File: config.mk
export PLATFORM = sky130hd
export DESIGN_NAME = flash_prog_seq
export DESIGN_NICKNAME = d
export VERILOG_FILES = /design/src/rtl/flash_prog_seq.sv
export SDC_FILE = /design/constraint.sdc
export NUM_CORES = 1
export LEC_CHECK = 0
export ABC_AREA = 1
export CORE_ASPECT_RATIO = 1.4
export CORE_UTILIZATION = 48
export CTS_CLUSTER_DIAMETER = 50
export DETAILED_ROUTE_END_ITERATION = 8
export MAX_ROUTING_LAYER = met4
export PLACE_DENSITY = 0.94
export SKIP_LAST_GASP = 1
export SYNTH_ARGS = -nofsm -noshare
export SYNTH_HDL_FRONTEND = slang
export SYNTH_SLANG_ARGS = --single-unit
File: constraint.sdc
create_clock -name clk -period 3.2 [get_ports clk]
set_input_delay 0.64 -clock clk [delete_from_list [all_inputs] [get_ports clk]]
set_output_delay 0.64 -clock clk [all_outputs]
set_load 0.005 [all_outputs]
File: src/rtl/flash_prog_seq.sv
module flash_prog_seq #(
  parameter int AW = 24,
  parameter int DW = 16,
  parameter int WE_CYC = 3,
  parameter int OE_CYC = 2,
  parameter int MAX_POLLS = 8
) (
  input  logic          clk,
  input  logic          rst_n,
  input  logic          start,
  input  logic          array_req,
  input  logic [AW-1:0] addr_in,
  input  logic [DW-1:0] data_in,
  output logic          busy,
  output logic          done,
  output logic [2:0]    result,
  output logic [AW-1:0] flash_addr,
  output logic [DW-1:0] flash_dq_out,
  output logic          flash_dq_oe,
  input  logic [7:0]    flash_stat_in,
  output logic          flash_ce_n,
  output logic          flash_we_n,
  output logic          flash_oe_n
);
  localparam int MAXC = (WE_CYC > OE_CYC) ? WE_CYC : OE_CYC;
  localparam int CW = $clog2(MAXC + 1) + 1;
  localparam int PW = $clog2(MAX_POLLS + 1) + 1;

  typedef enum logic [2:0] {
    S_IDLE, S_WSET, S_WDAT, S_RSTAT, S_WCLR, S_WARR, S_FIN
  } state_t;

  state_t          state;
  logic [CW-1:0]   cnt;
  logic [PW-1:0]   polls;
  logic [AW-1:0]   addr_r;
  logic [DW-1:0]   data_r;
  logic [7:0]      stat_r;
  logic [2:0]      res_r;
  logic [2:0]      decode;
  logic            wr_st, rd_st;

  assign wr_st = (state == S_WSET) || (state == S_WDAT) ||
                 (state == S_WCLR) || (state == S_WARR);
  assign rd_st = (state == S_RSTAT);

  assign decode = stat_r[3] ? 3'd1 :
                  stat_r[1] ? 3'd2 :
                  stat_r[4] ? 3'd3 : 3'd0;

  assign busy        = (state != S_IDLE);
  assign done        = (state == S_FIN);
  assign result      = res_r;
  assign flash_addr  = addr_r;
  assign flash_dq_oe = wr_st;
  assign flash_ce_n  = !(wr_st || rd_st);
  assign flash_we_n  = !(wr_st && (cnt < CW'(WE_CYC)));
  assign flash_oe_n  = !(rd_st && (cnt < CW'(OE_CYC)));

  always_comb begin
    case (state)
      S_WSET:  flash_dq_out = DW'(8'h40);
      S_WDAT:  flash_dq_out = data_r;
      S_WCLR:  flash_dq_out = DW'(8'h50);
      S_WARR:  flash_dq_out = DW'(8'hFF);
      default: flash_dq_out = '0;
    endcase
  end

  always_ff @(posedge clk or negedge rst_n) begin
    if (!rst_n) begin
      state  <= S_IDLE;
      cnt    <= '0;
      polls  <= '0;
      addr_r <= '0;
      data_r <= '0;
      stat_r <= '0;
      res_r  <= '0;
    end else begin
      case (state)
        S_IDLE: if (start) begin
          addr_r <= addr_in;
          data_r <= data_in;
          cnt    <= '0;
          polls  <= '0;
          res_r  <= '0;
          state  <= array_req ? S_WARR : S_WSET;
        end
        S_WSET, S_WDAT, S_WCLR, S_WARR: begin
          if (cnt == CW'(WE_CYC)) begin
            cnt <= '0;
            case (state)
              S_WSET:  state <= S_WDAT;
              S_WDAT:  state <= S_RSTAT;
              default: state <= S_FIN;
            endcase
          end else begin
            cnt <= cnt + 1'b1;
          end
        end
        S_RSTAT: begin
          if (cnt == CW'(OE_CYC - 1)) stat_r <= flash_stat_in;
          if (cnt == CW'(OE_CYC)) begin
            cnt   <= '0;
            polls <= polls + 1'b1;
            if (stat_r[7]) begin
              res_r <= decode;
              state <= (decode != 3'd0) ? S_WCLR : S_FIN;
            end else if (polls + 1'b1 == PW'(MAX_POLLS)) begin
              res_r <= 3'd4;
              state <= S_WCLR;
            end
          end else begin
            cnt <= cnt + 1'b1;
          end
        end
        default: state <= S_IDLE;
      endcase
    end
  end
endmodule

==> impl_metrics.py <==
metrics = {
    "cts": {
        "cts_resized": 0,
        "h-tree-depth": 3,
        "clock-sinks": 58,
        "numCtsBuffers": 9,
        "clock_path_buffers": 2,
        "cts_tree": "built",
        "cts_setup_buffers": 0,
        "cts_hold_buf": 0,
        "cts_root_buf": "clkbuf_8",
        "clock_latency_ns": 0.34,
        "clk_pin_slew_ns": 0.07,
    },
    "status": {
        "status": "completed",
    },
    "synthesis": {
        "synth_xor_area_share_pct": 0,
        "synthAdderAreaFrac_pct": 2.75,
        "synthesis.area_um2": 2730,
        "synth_cell_types": 31,
        "synth_compound_area_share_pct": 6.18,
        "synth_seq_cells": 58,
        "netlist_instances": 325,
        "synthMuxAreaShare_pct": 1.19,
        "ys_seq_area_share_pct": 53.1,
        "yosysWarnings": 0,
        "synth_nets": 383,
        "synth_top_family_by_area": "simple AND/OR/NAND/NOR gates",
        "avgSynthCellArea_um2": 8.41,
        "synth-simple-area-share_pct": 31.0,
    },
    "floorplanning": {
        "dieArea_um2": 6010,
        "chipHeight_um": 91.3,
        "die_w_um": 65.8,
        "ioPinCount": 101,
        "rows": 32,
        "start_util_pct": 49.8,
        "coreArea_um2": 5490,
    },
    "hold_path": {
        "min_path_type": "in -> async",
    },
    "power": {
        "p_int_mw": 2.21,
        "peakVddDrop_uv": 536,
        "power_mw": 3.58,
        "sw_frac_of_total_pct": 38.3,
        "power_switching_mw": 1.37,
        "leakagePower_nw": 1.92,
        "powerDensity_nw_per_um2": 918,
        "seq_power_share_pct": 36.3,
        "power_frac_comb_pct": 47.2,
        "clkPwrFrac_pct": 16.4,
    },
    "final_layout": {
        "fill_cells": 404,
        "nets": 483,
        "antennaDiodeCount": 0,
        "final_util_pct": 71.2,
        "stdcell_count": 498,
        "drive_gt1_share_pct": 8.37,
        "area_growth_pct": 42.8,
    },
    "global_routing": {
        "grt_first_pass_wirelength_um": 11200,
        "use_met1_pct": 28.2,
        "first_global_vias": 2526,
        "grt-ovfl-total": 0,
        "grt_max_degree": 36,
        "use_met3_pct": 6.66,
        "grt-busiest-layer": "met2",
        "antenna_found_initial": 0,
        "gr-usage-met2_pct": 42.6,
        "grtUsageTotal_pct": 25.3,
    },
    "setup_path": {
        "path_cells": "nor2_4 > nand2_4 > inv_1 > nand2_1 > o21ai_0 > clkdlybuf4s50_1",
        "worstPathArrival_ns": 2.12,
        "cp_slowest_cell": "clkdlybuf4s50_1",
        "r2r-end": "result[2]",
        "cp_slowest_stage_delay_ns": 0.52,
        "critPathTopFamily": "buffers and inverters",
        "critPathCaptureType": "output port",
        "required_ns": 2.56,
        "ff2ff_setup_slack_ns": 1.19,
        "r2r_start": "state[2]",
        "worst_setup_path_start_kind": "flop",
        "cp_num_cells": 6,
        "cp_max_fo": 10,
        "timing_worst_setup_path_type": "reg -> out",
        "r2r_cells": 8,
        "worst-path-buf-inv": 2,
    },
    "timing": {
        "finalSetupTns_ns": 0,
        "rsz0062_at_grt": "no",
        "drv_slew": 0,
        "setup-violations-final": 0,
        "tightestPinTransition_ns": 0.727,
        "worst_slew_margin_rel_pct": 51.5,
        "fin_skew_ns": 0.00706,
        "min_period_over_period_pct": 86.4,
        "fmax_mhz": 362,
        "finalHoldViolCount": 0,
        "layout_min_cycle_time_ns": 2.76,
    },
    "detailed_routing": {
        "num_vias": 2484,
        "drtPass1Iterations": 4,
        "drc": 0,
        "routedWlPerCell_um": 13.1,
        "vias_per_cell": 4.99,
        "drt-initial-drc-count": 122,
        "postRouteAntennaNets": 0,
        "wirelength_um": 6500,
    },
    "placed_design": {
        "port_buffers": 96,
        "gp_congestion": 0.806,
        "post-dp-hpwl_um": 4700,
        "placed_cells": 482,
    },
    "run": {
        "max-cap-violations": 0,
    },
}
## worst max path at each step
stage	from	to
floorplan	state[2]	flash_dq_out[4]
global placement	state[2]	flash_dq_out[4]
detailed placement	state[2]	flash_dq_out[4]
CTS	state[2]	flash_dq_out[4]
global route	state[2]	flash_dq_out[4]
finish	state[2]	flash_dq_out[4]
## worst register-to-register path, stage by stage, from the launching register on
cell and delay, ns:
dfrtp_1 0.50, nor2_4 0.23, nand2_2 0.10, nor2_4 0.40, inv_4 0.27, nand2_4 0.20, nand2_2 0.08, nand2_1 0.08
nand2_1 0.04
## cell usage in the layout (no fill, tap or decap), types with 2 or more instances in the layout
| cell | instances |
|---|---|
| nand2_1 | 148 |
| buf_4 | 2 |
| nor3_1 | 2 |
| nand3_1 | 16 |
| o21ai_0 | 12 |
| clkinvlp_4 | 2 |
| nand2_4 | 3 |
| nor2_1 | 15 |
| inv_1 | 24 |
| mux2_1 | 2 |
| dfrtp_1 | 58 |
| nand2_2 | 5 |
| o211ai_1 | 2 |
| clkinv_2 | 3 |
| clkbuf_8 | 10 |
| clkdlybuf4s50_1 | 95 |
| o21ai_1 | 2 |
| a21oi_1 | 4 |
| ha_1 | 6 |
| nand3_2 | 2 |
| nor2_4 | 2 |
## cells in the mapped netlist, drive strengths merged
| master | count | share of area, % |
|---|---|---|
| a21boi | 1 | 0.27 |
| a21oi | 5 | 1.3 |
| a22oi | 1 | 0.27 |
| buf | 9 | 2.1 |
| dfrtp | 58 | 53 |
| ha | 6 | 2.7 |
| inv | 26 | 3.7 |
| mux2 | 2 | 0.82 |
| mux2i | 1 | 0.37 |
| nand2 | 156 | 23 |
| nand3 | 18 | 3.7 |
| nand4 | 1 | 0.23 |
| nor2 | 19 | 3.8 |
| nor3 | 2 | 0.37 |
| o211ai | 2 | 0.55 |
| o21ai | 14 | 2.6 |
| o21bai | 2 | 0.96 |
| o22ai | 1 | 0.23 |
| or2 | 1 | 0.23 |
## registers in the layout (all words and copies together) (netlist names)
register and flops:
cnt 3, data_r 16, flash_addr 24, polls 5
result 3, stat_r 4, state 3
## through the flow
step	cell area (um^2)	hold slack, ns	worst slack, ns
6_report	3900	0.354	0.435
2_1_floorplan	2730	0.344	1.47
4_1_cts	3900	0.366	0.409
3_5_place_dp	3730	0.458	0.785
5_1_grt	3900	0.418	0.302
3_3_place_gp	3730	0.454	0.810
## power groups by stage
stage | sequential (mW) | combinational (mW) | clock, mW
4_1_cts | 1.30 | 1.70 | 0.597
3_5_place_dp | 1.31 | 1.69 | 0
6_report | 1.30 | 1.69 | 0.588
5_1_grt | 1.34 | 1.88 | 0.626
2_1_floorplan | 1.27 | 0.896 | 0
3_3_place_gp | 1.29 | 1.62 | 0
## routing by layer
| metal | share of wire [%] | vias up |
|---|---|---|
| met5 | 0 | - |
| met4 | 2.0 | 0 |
| met3 | 5.2 | 17 |
| met2 | 54 | 81 |
| met1 | 39 | 1181 |
| li1 | - | 1205 |
## logic make-up (layout without fill, tap and decap cells)
logic type / count (synthesis) / in the layout
and+or+nand+nor: 197 / 197
DFF: 58 / 58
buffers and inverters: 35 / 140
AOI/OAI and AO/OA: 26 / 26
adders and majority gates: 6 / 6
muxes: 3 / 3
## layout make-up
cell class	count	area [um^2]	share of cell area, %
sequential	58	1450	37.2
multi-input combinational	232	1120	28.8
timing repair buffer	98	971	24.9
clock buffer	11	141	3.62
inverter	26	100	2.56
tap	68	85.1	2.18
clock inverter	5	30.0	0.769
(Power assumes the default switching activity.)
